==> config.mk <==
export PLATFORM = sky130hd
export DESIGN_NAME = kcs_mailbox
export DESIGN_NICKNAME = d
export VERILOG_FILES = /design/src/rtl/kcs_mailbox_pkg.sv /design/src/rtl/kcs_mbx_ctrl.sv /design/src/rtl/kcs_mbx_datapath.sv /design/src/rtl/kcs_mailbox.sv
export SDC_FILE = /design/constraint.sdc
export NUM_CORES = 1
export LEC_CHECK = 0
export ABC_AREA = 1
export BUFFER_PORTS_ARGS = -buffer_cell sky130_fd_sc_hd__buf_2
export CORE_UTILIZATION = 60
export DETAILED_ROUTE_END_ITERATION = 8
export GPL_TIMING_DRIVEN = 0
export MAX_ROUTING_LAYER = met4
export PLACE_DENSITY = 0.8
export SLEW_MARGIN = 15
export SYNTH_ARGS = -nofsm -noshare
export SYNTH_HDL_FRONTEND = slang
export SYNTH_SLANG_ARGS = --single-unit
==> constraint.sdc <==
create_clock -name clk -period 1.2 [get_ports clk]
set_input_delay 0.06 -clock clk [delete_from_list [all_inputs] [get_ports clk]]
set_output_delay 0.06 -clock clk [all_outputs]
set_load 0.02 [all_outputs]
==> src/rtl/kcs_mailbox_pkg.sv <==
package kcs_mailbox_pkg;
  localparam int NUM_CHAN   = 4;
  localparam int CHAN_W     = $clog2(NUM_CHAN);
  localparam int BYTE_W     = 8;
  localparam int WORD_W     = 32;
  localparam int ADDR_W     = 12;
  localparam int NUM_CTRL   = 4;
  localparam int CTRL_IDX_W = $clog2(NUM_CTRL);

  // control word slots
  localparam int CW0 = 0;
  localparam int CW2 = 1;
  localparam int CW4 = 2;
  localparam int CWB = 3;

  // enable bit positions
  localparam int EN0_BIT  = 5;
  localparam int EN1_BIT  = 6;
  localparam int EN2A_BIT = 7;
  localparam int EN2B_BIT = 2;
  localparam int EN3_BIT  = 0;
  localparam int IE0_BIT  = 1;
  localparam int IE1_BIT  = 2;
  localparam int IE2_BIT  = 3;
  localparam int IE3_BIT  = 1;

  // host selector codes
  localparam logic [1:0] HSEL_DATA = 2'd0;
  localparam logic [1:0] HSEL_STS  = 2'd1;
  localparam logic [1:0] HSEL_CMD  = 2'd2;

  typedef enum logic [2:0] {RD_NONE, RD_CTRL, RD_IDR, RD_ODR, RD_STS} rdSel_e;

  typedef struct packed {
    logic [NUM_CTRL-1:0] ctrlWr;
    logic [NUM_CHAN-1:0] idrRd;
    logic [NUM_CHAN-1:0] odrWr;
    logic [NUM_CHAN-1:0] stsWr;
    logic [NUM_CHAN-1:0] hostIdrWr;
    logic [NUM_CHAN-1:0] hostOdrRd;
    logic                hostCmd;
    logic                hostStsRd;
    logic [CHAN_W-1:0]   hostIdx;
    rdSel_e              rdSel;
    logic [CHAN_W-1:0]   rdIdx;
  } kcsStrobe_t;

  function automatic logic [ADDR_W-1:0] ctrlAddr(input int i);
    case (i)
      0:       return ADDR_W'('h000);
      1:       return ADDR_W'('h008);
      2:       return ADDR_W'('h010);
      default: return ADDR_W'('h100);
    endcase
  endfunction

  function automatic logic [ADDR_W-1:0] idrAddr(input int c);
    return (c < 3) ? ADDR_W'('h024 + 4 * c) : ADDR_W'('h114);
  endfunction

  function automatic logic [ADDR_W-1:0] odrAddr(input int c);
    return (c < 3) ? ADDR_W'('h030 + 4 * c) : ADDR_W'('h118);
  endfunction

  function automatic logic [ADDR_W-1:0] stsAddr(input int c);
    return (c < 3) ? ADDR_W'('h03C + 4 * c) : ADDR_W'('h11C);
  endfunction
endpackage

==> src/rtl/kcs_mbx_ctrl.sv <==
module kcs_mbx_ctrl
  import kcs_mailbox_pkg::*;
(
  input  logic [ADDR_W-1:0] bmcAddr,
  input  logic              bmcWrEn,
  input  logic              bmcRdEn,
  input  logic [CHAN_W-1:0] hostChan,
  input  logic [1:0]        hostSel,
  input  logic              hostWrEn,
  input  logic              hostRdEn,
  output kcsStrobe_t        strobe
);
  always_comb begin
    strobe = '0;
    strobe.rdSel = RD_NONE;
    strobe.hostIdx = hostChan;
    for (int i = 0; i < NUM_CTRL; i++) begin
      if (bmcAddr == ctrlAddr(i)) begin
        strobe.ctrlWr[i] = bmcWrEn;
        if (bmcRdEn) begin
          strobe.rdSel = RD_CTRL;
          strobe.rdIdx = CHAN_W'(i);
        end
      end
    end
    for (int c = 0; c < NUM_CHAN; c++) begin
      if (bmcAddr == idrAddr(c) && bmcRdEn) begin
        strobe.idrRd[c] = 1'b1;
        strobe.rdSel = RD_IDR;
        strobe.rdIdx = CHAN_W'(c);
      end
      if (bmcAddr == odrAddr(c)) begin
        strobe.odrWr[c] = bmcWrEn;
        if (bmcRdEn) begin
          strobe.rdSel = RD_ODR;
          strobe.rdIdx = CHAN_W'(c);
        end
      end
      if (bmcAddr == stsAddr(c)) begin
        strobe.stsWr[c] = bmcWrEn;
        if (bmcRdEn) begin
          strobe.rdSel = RD_STS;
          strobe.rdIdx = CHAN_W'(c);
        end
      end
    end
    if (hostWrEn && (hostSel == HSEL_DATA || hostSel == HSEL_CMD)) begin
      strobe.hostIdrWr[hostChan] = 1'b1;
      strobe.hostCmd = (hostSel == HSEL_CMD);
    end
    if (hostRdEn && hostSel == HSEL_DATA) strobe.hostOdrRd[hostChan] = 1'b1;
    if (hostRdEn && hostSel == HSEL_STS)  strobe.hostStsRd = 1'b1;
  end
endmodule

==> src/rtl/kcs_mbx_datapath.sv <==
module kcs_mbx_datapath
  import kcs_mailbox_pkg::*;
#(
  parameter bit SHARED_IRQ = 1'b0
) (
  input  logic                clk,
  input  logic                rstN,
  input  kcsStrobe_t          strobe,
  input  logic [WORD_W-1:0]   bmcWrData,
  input  logic [BYTE_W-1:0]   hostWrData,
  output logic [WORD_W-1:0]   bmcRdData,
  output logic [BYTE_W-1:0]   hostRdData,
  output logic [NUM_CHAN-1:0] irqChan,
  output logic                irqShared,
  output logic [NUM_CHAN-1:0] ibfFlag,
  output logic [NUM_CHAN-1:0] obfFlag,
  output logic [NUM_CHAN-1:0] chanIrq
);
  logic [WORD_W-1:0] ctrlReg [NUM_CTRL];
  logic [NUM_CHAN-1:0] chanEn, ibfIe;
  logic [NUM_CHAN-1:0][BYTE_W-1:0] idrByte, odrByte, stsByte;

  always_ff @(posedge clk or negedge rstN) begin
    if (!rstN) begin
      for (int i = 0; i < NUM_CTRL; i++) ctrlReg[i] <= '0;
    end else begin
      for (int i = 0; i < NUM_CTRL; i++)
        if (strobe.ctrlWr[i]) ctrlReg[i] <= bmcWrData;
    end
  end

  assign chanEn[0] = ctrlReg[CW0][EN0_BIT];
  assign chanEn[1] = ctrlReg[CW0][EN1_BIT];
  assign chanEn[2] = ctrlReg[CW0][EN2A_BIT] & ctrlReg[CW4][EN2B_BIT];
  assign chanEn[3] = ctrlReg[CWB][EN3_BIT];
  assign ibfIe[0]  = ctrlReg[CW2][IE0_BIT];
  assign ibfIe[1]  = ctrlReg[CW2][IE1_BIT];
  assign ibfIe[2]  = ctrlReg[CW2][IE2_BIT];
  assign ibfIe[3]  = ctrlReg[CWB][IE3_BIT];

  for (genvar c = 0; c < NUM_CHAN; c++) begin : g_chan
    logic [BYTE_W-1:0] idrQ, odrQ;
    logic [BYTE_W-3:0] userQ;  // status bits 7:2, userQ[1] is command/data
    logic ibfQ, obfQ, irqQ;

    always_ff @(posedge clk or negedge rstN) begin
      if (!rstN) begin
        idrQ <= '0; odrQ <= '0; userQ <= '0;
        ibfQ <= 1'b0; obfQ <= 1'b0; irqQ <= 1'b0;
      end else begin
        if (strobe.stsWr[c]) userQ <= bmcWrData[BYTE_W-1:2];
        if (strobe.hostIdrWr[c]) begin
          idrQ     <= hostWrData;
          ibfQ     <= 1'b1;
          userQ[1] <= strobe.hostCmd;
          if (chanEn[c] && ibfIe[c]) irqQ <= 1'b1;
        end else if (strobe.idrRd[c]) begin
          ibfQ <= 1'b0;
          if (ibfQ) irqQ <= 1'b0;
        end
        if (strobe.odrWr[c]) begin
          odrQ <= bmcWrData[BYTE_W-1:0];
          obfQ <= 1'b1;
        end else if (strobe.hostOdrRd[c]) begin
          obfQ <= 1'b0;
        end
      end
    end

    assign idrByte[c] = idrQ;
    assign odrByte[c] = odrQ;
    assign stsByte[c] = {userQ, ibfQ, obfQ};
    assign ibfFlag[c] = ibfQ;
    assign obfFlag[c] = obfQ;
    assign chanIrq[c] = irqQ;
  end

  always_ff @(posedge clk or negedge rstN) begin
    if (!rstN) begin
      bmcRdData  <= '0;
      hostRdData <= '0;
    end else begin
      case (strobe.rdSel)
        RD_CTRL: bmcRdData <= ctrlReg[strobe.rdIdx];
        RD_IDR:  bmcRdData <= {{(WORD_W-BYTE_W){1'b0}}, idrByte[strobe.rdIdx]};
        RD_ODR:  bmcRdData <= {{(WORD_W-BYTE_W){1'b0}}, odrByte[strobe.rdIdx]};
        RD_STS:  bmcRdData <= {{(WORD_W-BYTE_W){1'b0}}, stsByte[strobe.rdIdx]};
        default: bmcRdData <= '0;
      endcase
      if (|strobe.hostOdrRd)    hostRdData <= odrByte[strobe.hostIdx];
      else if (strobe.hostStsRd) hostRdData <= stsByte[strobe.hostIdx];
      else                       hostRdData <= '0;
    end
  end

  if (SHARED_IRQ) begin : g_shared
    assign irqChan   = '0;
    assign irqShared = |chanIrq;
  end else begin : g_perchan
    assign irqChan   = chanIrq;
    assign irqShared = 1'b0;
  end
endmodule

==> src/rtl/kcs_mailbox.sv <==
module kcs_mailbox
  import kcs_mailbox_pkg::*;
#(
  parameter bit SHARED_IRQ = 1'b0
) (
  input  logic                clk,
  input  logic                rstN,
  input  logic [ADDR_W-1:0]   bmcAddr,
  input  logic                bmcWrEn,
  input  logic                bmcRdEn,
  input  logic [WORD_W-1:0]   bmcWrData,
  output logic [WORD_W-1:0]   bmcRdData,
  input  logic [CHAN_W-1:0]   hostChan,
  input  logic [1:0]          hostSel,
  input  logic                hostWrEn,
  input  logic                hostRdEn,
  input  logic [BYTE_W-1:0]   hostWrData,
  output logic [BYTE_W-1:0]   hostRdData,
  output logic [NUM_CHAN-1:0] irqChan,
  output logic                irqShared
);
  kcsStrobe_t strobe;
  logic [NUM_CHAN-1:0] ibfFlag, obfFlag, chanIrq;

  kcs_mbx_ctrl u_ctrl (
    .bmcAddr(bmcAddr), .bmcWrEn(bmcWrEn), .bmcRdEn(bmcRdEn),
    .hostChan(hostChan), .hostSel(hostSel), .hostWrEn(hostWrEn),
    .hostRdEn(hostRdEn), .strobe(strobe)
  );

  kcs_mbx_datapath #(.SHARED_IRQ(SHARED_IRQ)) u_dp (
    .clk(clk), .rstN(rstN), .strobe(strobe),
    .bmcWrData(bmcWrData), .hostWrData(hostWrData),
    .bmcRdData(bmcRdData), .hostRdData(hostRdData),
    .irqChan(irqChan), .irqShared(irqShared),
    .ibfFlag(ibfFlag), .obfFlag(obfFlag), .chanIrq(chanIrq)
  );
endmodule

==> results list, run 1 <==
- Register bit count reported by yosys: between 200 and 300
* Worst setup timing slack at the placement stage: -1036 ps
* DRC violation total after the first TritonRoute iteration: roughly 1,500
- The initial antenna violation count came to 0.
- Data arrival, critical path: roughly 2000 ps
- Total Nets Final: between 1,500 and 2,000
* Drc violations: 0
- Hold repair after CTS inserted 41 buffers.
- In the routed layout, each cell is associated on average with a via count of 6.135.
* Crit path top cell by count: sky130_fd_sc_hd__nor2_4
- For this run, the detailed router's first-pass iteration total came to 5.
- Total of max-cap violations: 0
- Setup repair after global routing could not meet its margin everywhere.
- Fillcell total: 1,457
- The final reports fail on negative hold slack, negative setup slack.
- Setup violations remaining at the end of the flow were counted as 36.
- The number of global-route vias before repair came to around 13,000.
- Summed over all failing endpoints, the final setup total negative slack is -8012 ps.
- From synthesis to final layout, the design area changed by 27.53%.
* Die Height: approximately 150 µm
- Worst setup SP type: input port
* TritonCTS clock tree: done
* Drt wl/cell: about 21 µm
- Of the available clock period, the critical path in the final layout requires 1.288.
- CTS placed an instance of sky130_fd_sc_hd__clkbuf_16 at the clock tree root.
- Synthesized netlist cell count: approximately 1,600
- Number of placement rows: 53
- The clock passes through at most 3 buffers.
- In this design, the stage delay of the slowest critical-path cell is 210 ps.
- The worst register-to-register path ends at u_dp.bmcRdData[2].
- Worst Setup EP: u_dp.bmcRdData[2]
* Maximum resistive drop on vdd: ~1.1 mV
- Max Clock Skew: approximately 17 ps
- After detailed routing, the total wire length is 46,120 µm.
- The smallest clock period supported by the final layout is computed as between 1500 and 2000 ps.
- In this run the horizontal extent of the chip is 149.5 µm.
- Static timing analysis puts the maximum clock frequency at between 0.6 and 0.7 GHz.
- In this run, synthesis inferred 0 flip-flops with an integrated enable.
* Number of nets with antenna violations after routing: 0
* Global-route wire length before repair: between 60,000 and 70,000 µm
* Master of the slowest instance on the critical path: sky130_fd_sc_hd__clkbuf_4
* Num Clock Sinks: roughly 270
- Yosys printed 0 warnings.
- Routability cong.: about 1
- Of all nets on the critical path, the largest fanout is 10.
* WP data required: approximately 1700 ps
- CP Cell Sequence: buf_6 -> nor2_4 -> buf_4 -> nand3_2 -> nor2_4 -> buf_4 -> nand3_4 -> buf_12 -> clkbuf_4 -> nand4_1 -> nand3_1 -> nand2_1 -> inv_1 -> nor2_4 -> nor2_1 -> nand2_1
* Reported leakage power: 8.052 nW
- For flop-to-flop paths, the worst setup slack is -60 ps.
* Starting density of the core: 0.6168
- Fraction of the core area covered by cells at the end of the flow: 0.7867
* Top-level port count: 107
* Start-to-end type of the worst setup path: input port to flip-flop
* Min Hold Slack: -518.9 ps
- The number of antenna diodes in the final layout is 0.
- Worst reg-to-reg path cell count: 8
- Final Hold Fails: 117
- Total via count after detailed routing: 13,250
* Async set or reset register ratio after synthesis: 1.000
* Post-synth net total: 1,706
- Worst slew margin relative to its limit: 0.2272
* Tightest Pin Transition: ~1200 ps
* Dominant synthesized flop cell: sky130_fd_sc_hd__dfrtp_1
- Once routing completed, OpenROAD measured the worst setup slack at -346.2 ps.
* CTS H-tree lvls: 1
- The synthesized netlist contains 35 unique library cells.
* Share of post-route cells with drive strength above 1: 0.2038
* Total gr overflow: 0
- Family of cells with the greatest summed delay on the critical path: simple AND/OR/NAND/NOR gates
- Core ar.: around 21,000 µm²
- Across every metal layer, demand over resource in global routing totals 0.4237.
- Pin count of the biggest net entering global routing: between 100 and 150
- Class of the worst hold path: input port to asynchronous set/reset pin
- In this run the tool buffered the top-level ports with between 100 and 150 buffer cells.
- The run finished, with violations left.
- STA classifies the critical path endpoint as a flip-flop.
- The critical path runs through a total of 16 cells.
* Post-route cell area: around 17,000 µm²
- The number of buffers and inverters on the critical path is 6.
- The average instance in the mapped netlist occupies between 7 and 8 µm².
- The number of pins exceeding their max-slew limit in the final report came to 0.
- At the later pin of the worst-skew pair, clock insertion delay measures 560 ps.
* Clock-pin slew reported for the worst setup and hold paths after clock tree synthesis: 70 ps
- Sequential share of the synthesized area: 0.5140
- Storage cell area: 6708 µm²
- Pwr/cell area: 1199 nW/µm²
- The floorplan step defined a die boundary enclosing approximately 22,000 µm².
* Dpl hpwl: between 20,000 and 30,000 µm
- The worst register-to-register path begins at u_dp.g_chan[0].idrQ[2].
- Placed Area: roughly 14,000 µm²
- The critical path starts at bmcAddr[6].
- TritonCTS created 27 clock buffers.
- Netlist area before placement: between 10,000 and 15,000 µm²
- Summing all multi-input logic gate instances after layout gives ~5400 µm².
==> worst min-delay path by stage <==
stage                       start                      to  slack (ps)
floorplan                    rstN       u_dp.bmcRdData[0]        -240
CTS                          rstN  u_dp.g_chan[2].odrQ[3]        -500
finish                       rstN  u_dp.g_chan[2].odrQ[3]        -520
global placement    bmcWrData[14]        u_dp.ctrlReg[14]         280
global route                 rstN  u_dp.g_chan[2].odrQ[3]        -490
detailed placement           rstN      u_dp.hostRdData[3]          80
==> sequential cells by signal, summed over array words and instances (netlist names) <==
| signal | flops |
|---|---|
| u_dp.ctrlReg | 125 |
| u_dp.bmcRdData | 32 |
| u_dp.g_chan.idrQ | 32 |
| u_dp.g_chan.odrQ | 32 |
| u_dp.g_chan.userQ | 24 |
| u_dp.hostRdData | 8 |
| u_dp.g_chan.ibfQ | 4 |
| u_dp.g_chan.irqQ | 4 |
| u_dp.g_chan.obfQ | 4 |
| u_dp.chanEn | 3 |
==> cell families (layout without fill, tap and decap cells) <==
family / after synthesis / after routing / synth area share
and+or+nand+nor: 629 / 630 / 0.2083
AOI/OAI and AO/OA: 396 / 396 / 0.1694
buffers and inverters: 350 / 589 / 0.1081
DFF: 268 / 268 / 0.5140
other: 1 / 1 / 0.0002874
==> per-stage QoR <==
stage / cells / power, mW
2_1_floorplan: 1644 / 10.28
6_report: 2159 / 19.95
3_5_place_dp: 2024 / 10.94
4_1_cts: 2136 / 19.81
5_1_grt: 2159 / 20.45
3_3_place_gp: 2022 / 10.87
==> Yosys cell counts, types with 3 or more instances <==
master	number	share of area
sky130_fd_sc_hd__o21ai_0	236	0.091
sky130_fd_sc_hd__inv_2	3	0.00086
sky130_fd_sc_hd__a21oi_1	71	0.027
sky130_fd_sc_hd__dfrtp_1	268	0.51
sky130_fd_sc_hd__nor2_2	3	0.0014
sky130_fd_sc_hd__nand2_1	404	0.12
sky130_fd_sc_hd__o21ai_1	10	0.0038
sky130_fd_sc_hd__inv_1	249	0.072
sky130_fd_sc_hd__nor2_1	58	0.017
sky130_fd_sc_hd__a22oi_1	16	0.0092
sky130_fd_sc_hd__buf_4	13	0.0075
sky130_fd_sc_hd__nor2_4	3	0.0026
sky130_fd_sc_hd__nand4_1	63	0.030
sky130_fd_sc_hd__buf_2	26	0.010
sky130_fd_sc_hd__nand3_1	85	0.033
sky130_fd_sc_hd__o221ai_1	14	0.0094
sky130_fd_sc_hd__a22o_1	8	0.0054
sky130_fd_sc_hd__o211ai_1	34	0.020
sky130_fd_sc_hd__nor3_1	3	0.0012
sky130_fd_sc_hd__clkbuf_1	55	0.016
==> repair_timing <==
item                                   4_1_cts  5_1_grt
setup endpoints to repair                  180      228
resized for setup                          115      123
setup buffers                               23       22
pin swaps                                   12       28
endpoints found under the hold margin      231       74
gates cloned                                 2        4
==> power by group <==
part / leakage, nW / internal (mW) / switching, mW / total, mW
Clock: 0.464 / 5.22 / 3.68 / 8.90
Combinational: 4.17 / 0.528 / 1.05 / 1.58
Sequential: 3.42 / 9.34 / 0.131 / 9.47
Total: 8.05 / 15.1 / 4.86 / 20.0
==> worst reg2reg max path: cells and delay by family (launching register included) <==
family | cells | cell delay, ps
buffers and inverters | 2 | 180
DFF | 1 | 370
and+or+nand+nor | 6 | 600
==> cells in the final DEF, fill, tap and decap left out, drive strengths merged <==
master,netlist,layout
a21oi,71,71
a22o,8,8
a22oi,16,16
a31oi,1,1
a32o,1,1
a41oi,1,1
buf,43,193
bufinv,0,3
clkbuf,55,92
clkinv,0,6
conb,1,1
dfrtp,268,268
dlygate4sd3,0,41
inv,252,254
nand2,406,406
nand3,88,89
nand3b,3,3
nand4,63,63
nor2,64,64
nor3,5,5
o211ai,34,34
o21a,1,1
o21ai,246,246
o221ai,14,14
o311ai,1,1
o31ai,2,2
==> per-layer routing <==
layer	vias to the layer above	global-route usage	share of wire
met2	899	0.6194	0.45
met5	-	-	0
met4	0	0.1602	0.038
met3	158	0.1101	0.13
li1	5820	-	-
met1	6368	0.5672	0.39
==> final cells by class <==
type / instances / share of cell area
sequential: 268 / 0.4031
multi-input combinational: 1027 / 0.3244
timing repair buffer: 195 / 0.09331
inverter: 252 / 0.05699
clock buffer: 39 / 0.04752
buffer: 92 / 0.04571
tap: 275 / 0.02068
clock inverter: 11 / 0.008271
No activity file was read; power rests on OpenSTA's default activity.
==> inputs of run 2 (changes only) <==
Settings changed: ABC_AREA 1 to default.
==> run 2 against run 1 <==
Global-route usage is 12 points lower. Area after synthesis is 5.2% lower. Non-clock buffer count decreased by 13. Worst setup slack got worse by 620 ps. Clock skew about the same. Wire length down 25%. Critical path depth is 5 lower. First-iteration DRC count is 54% lower. The run still ends with negative hold slack, negative setup slack left. Die area down 5.1%. Highest routed layer unchanged.
==> results list, run 2 <==
- The transition time at the pin with the least slew margin is 871.2 ps (-279.1 ps).
- Total gr overflow: 0 (unchanged)
- The synthesized flop and latch total was 268 (unchanged).
- The fraction of synthesized cell area taken by the top area cell type came to 0.5421 (+0.02817).
- Peak fanout along the critical path: 10 (unchanged)
- The synthesized instance count is 818 (-50%).
- Delay contributed by the slowest stage of the critical path: 460 ps (+250 ps)
* Final max-slew violation count: 0 (unchanged)
- Critical path capture point type: flip-flop
- The area of the core region was 20,230 µm² (-4.3%).
- PortBufs: 104 (+0.97%)
- The final instance area is 16,310 µm² (-2.0%).
- Result of the run: finished with violations
- Yosys top cell by area: sky130_fd_sc_hd__dfrtp_1
- The worst setup path is launched from an input port.
* Sequential share of the synthesized area: 0.5421 (+0.02817)
- The count of non-filler cells in the finished layout is 1,356 (-37%).
* Met3 track demand over resource: 0.04389 (-0.06617)
- The final RePlAce weighted congestion is 0.8970 (-8.2%).
- Final Hold Fails: 100 (-15%)
* Largest register FFs: 125 (unchanged)
* CP Cell Sequence: buf_2 -> buf_8 -> nor4b_4 -> a221oi_2 -> a211oi_2 -> o21ai_2 -> buf_6 -> buf_6 -> mux4_2 -> a22o_1 -> a221o_1
* Worst slew margin relative to its limit: 0.4192 (+0.1920)
- The number of nets with antenna violations after routing is 0 (unchanged).
- The number of violations reported at the end of detailed-routing iteration 0 was 710 (-54%).
- Number of enable-type register cells in the synthesized netlist: 0 (unchanged)
- Final setup violation count: 201 (+460%)
- The overall power of the completed layout came to 20.18 mW (+1.1%).
* TritonCTS clock tree: done
- RSZ-0062 raised after global routing: true
* Starting density of the core: 0.6114 (-0.005480)
- The most numerous cell type found on the critical path is sky130_fd_sc_hd__buf_6.
- The height of the chip was 145.6 µm (-2.6%).
* Vias in the first global route: 8,614 (-32%)
- Synth area leaders: sky130_fd_sc_hd__dfrtp_1 (54%), sky130_fd_sc_hd__mux2_2 (19%), sky130_fd_sc_hd__mux4_2 (13%)
- The total half-perimeter wirelength after legalization and detailed placement is 18,930 µm (-36%).
- Post-Route WL: 34,530 µm (-25%)
* Fraction of the cycle the final worst path needs: 1.801 (+0.5127)
- From synthesis to final layout, the design area changed by 31.88%.
* Worst-Skew Late Latency: 550 ps (about the same)
- The largest net degree at the start of global routing came to 110 (+8.9%).
- The worst ir drop on vdd was 0.9256 mV (-15%).
* Data arrival, critical path: 2590 ps (+550 ps)
* Async set or reset register ratio after synthesis: 1.000 (unchanged)
* Global-route wire length before repair: 47,870 µm (-31%)
* Netlist area before placement: 12,370 µm² (-5.2%)
- Count leader, synth: sky130_fd_sc_hd__dfrtp_1
* CTS H-tree lvls: 1 (unchanged)
- Total Nets Final: 1,126 (-42%)
- Number of placement rows: 52 (-1.9%)
- The checks that failed: negative hold slack, negative setup slack.
- GR Layer Usage met1: 0.4243 (-0.1429)
* Total via count after detailed routing: 8,629 (-35%)
- The library cells used most frequently in the layout, excluding fill and tap cells, are sky130_fd_sc_hd__dfrtp_1 (268), sky130_fd_sc_hd__mux2_2 (198), sky130_fd_sc_hd__buf_2 (96).
- The initial antenna violation count is 0 (unchanged).
- The count of unique library cells instantiated by Yosys came to 65 (+86%).
- Met2 Resource Use GR: 0.4675 (-0.1519)
- Start-to-end type of the worst setup path: input port to flip-flop
- Post-layout minimum cycle time: 2161 ps (+615.3 ps)
* Post-Synthesis Mean Instance Area: 15.12 µm² (+91%)
- Post-synth net total: 880 (-48%)
- The floorplan die area is 21,200 µm² (-5.1%).
- The total CTS buffers was 28 (+3.7%).
- The number of primary I/O pins is 107 (unchanged).
- Highest clock rate: 0.4626 GHz (-28%)
* Max Clock Skew: 16.97 ps (+0.3804 ps)
- Die Span X: 145.6 µm (-2.6%)
* Vias per cell: 6.364 (+3.7%)
* Share of post-route cells with drive strength above 1: 0.5801 (+0.3763)
- For this design, the slowest cell found on the critical path is sky130_fd_sc_hd__mux4_2.
- The total of warnings raised by yosys came to 0 (unchanged).
* Number of buffers on the longest clock path: 3 (unchanged)
- The layer flagged by global routing as most heavily used is met2.
* Post-cts hold buffer count: 45 (+9.8%)
* Total of max-cap violations: 0 (unchanged)
- Min Hold Slack: -447.0 ps (+71.85 ps)
* WP data required: 1630 ps (-60 ps)
- First drt pass iteration count: 5 (unchanged)
- Number of cells in the design after placement: 1,194 (-41%)
* Tot GR Track Use: 0.3044 (-0.1193)
- Register with the most flip-flops: u_dp.ctrlReg
- Class of the worst hold path: input port to asynchronous set/reset pin
- Placed Area: 13,620 µm² (-3.9%)
- The reported leakage power came to 7.891 nW (-2.0%).
* Total Neg Setup Slack: -40,280 ps (-32,270 ps)
- The clock transition time at the flip-flop clock pins of the worst setup and hold paths came to 70 ps (about the same).
* Most common cell after layout, fill and taps aside: sky130_fd_sc_hd__dfrtp_1
- Num Clock Sinks: 268 (unchanged)
* Clock tree root buffer cell: sky130_fd_sc_hd__clkbuf_16
- Antenna Cells: 0 (unchanged)
- Pwr/cell area: 1237 nW/µm² (+3.1%)
* Dominant synthesized flop cell: sky130_fd_sc_hd__dfrtp_1
- Most numerous cell types in the synthesized netlist: sky130_fd_sc_hd__dfrtp_1 (268), sky130_fd_sc_hd__mux2_2 (212), sky130_fd_sc_hd__mux4_2 (72)
- Drt wl/cell: 25.47 µm (+19%)
* Worst-case setup margin in the final layout: -961.5 ps (-615.3 ps)
- The final routed DRC violation total came to 0 (unchanged).
run 2: cell types whose count changed after synthesis, sizes merged, moves of 14 or more:
cell / previous run / this run
nand2: 406 / 27
inv: 252 / 3
o21ai: 246 / 9
mux2: 0 / 212
mux4: 0 / 72
nand3: 88 / 20
a21oi: 71 / 8
nand4: 63 / 3
nor2: 64 / 19
o211ai: 34 / 1
clkbuf: 55 / 25
and2: 0 / 29
o221ai: 14 / 0
run 2: routing by layer:
layer  part of all wire  wire length [µm]
met5                  0                 0
met4              0.025               878
met3              0.078              2692
met2               0.49             17090
met1               0.40             13870
run 2: timing repair:
item / CTS / global route
pin swaps: 14 / 27
hold endpoints to repair: 260 / 100
cloned: 2 / 8
gates resized for setup: 60 / 105
setup endpoints to repair: 221 / 232
buffers inserted: 24 / 37
run 2: stage by stage:
stage | util | setup WS (ps) | hold slack (ps)
2_1_floorplan | - | -932.8 | -235.6
3_3_place_gp | 0.6699 | -4808 | 325.2
3_5_place_dp | 0.6731 | -1656 | 156.0
4_1_cts | 0.7640 | -713.8 | -412.0
5_1_grt | 0.8063 | -983.4 | -383.2
6_report | 0.8063 | -961.5 | -447.0
run 2: path summary, 6_finish.rpt:
path / startpoint / endpoint / slack, ps / cells past startpoint
setup / recovery: bmcAddr[5] / u_dp.bmcRdData[1] / -960 / 11
hold / removal: rstN / u_dp.g_chan[1].idrQ[1] / -450 / 1
setup reg to reg: u_dp.g_chan[2].ibfQ / u_dp.bmcRdData[1] / -360 / 3
hold reg to reg: u_dp.ctrlReg[79] / u_dp.ctrlReg[79] / 500 / 1
max in group asynchronous: rstN / u_dp.ctrlReg[121] / 310 / 3
min in group clk: hostChan[1] / u_dp.g_chan[0].idrQ[0] / -40 / 3
run 2: cells by family (layout without fill, tap and decap cells):
logic type               after synthesis  after routing  synth area share
multiplexers                         297            297            0.3346
flip-flops                           268            268            0.5421
AND/OR/NAND/NOR                      137            138           0.06625
buffers and inverters                 62            329           0.02488
AO/OA/AOI/OAI                         50             50           0.02964
XOR/XNOR                               2              2          0.001416
adder cells (fa/ha/maj)                1              1         0.0008092
other                                  1              1         0.0003031
run 2: report_power, final:
| part | switching (mW) | leakage (nW) | internal, mW |
|---|---|---|---|
| combinational | 0.839 | 3.78 | 0.806 |
| clock | 3.82 | 0.459 | 5.17 |
| sequential | 0.191 | 3.65 | 9.35 |
run 2: worst max-delay path: cells and delay by family:
family	cells	cell delay, ps
mux	1	460
compound gates	5	1140
simple gates	1	340
buf+inv	4	590
run 2: final cells by class:
| class | instances | area (µm²) |
|---|---|---|
| Buffer | 54 | 611.8 |
| Multi-Input combinational cell | 489 | 5852 |
| Tap cell | 270 | 337.8 |
| Clock inverter | 14 | 162.7 |
| Timing Repair Buffer | 220 | 1833 |
| Sequential cell | 268 | 6706 |
| Fill cell | 994 | 3920 |
| Inverter | 3 | 11.26 |
| Clock buffer | 38 | 799.5 |
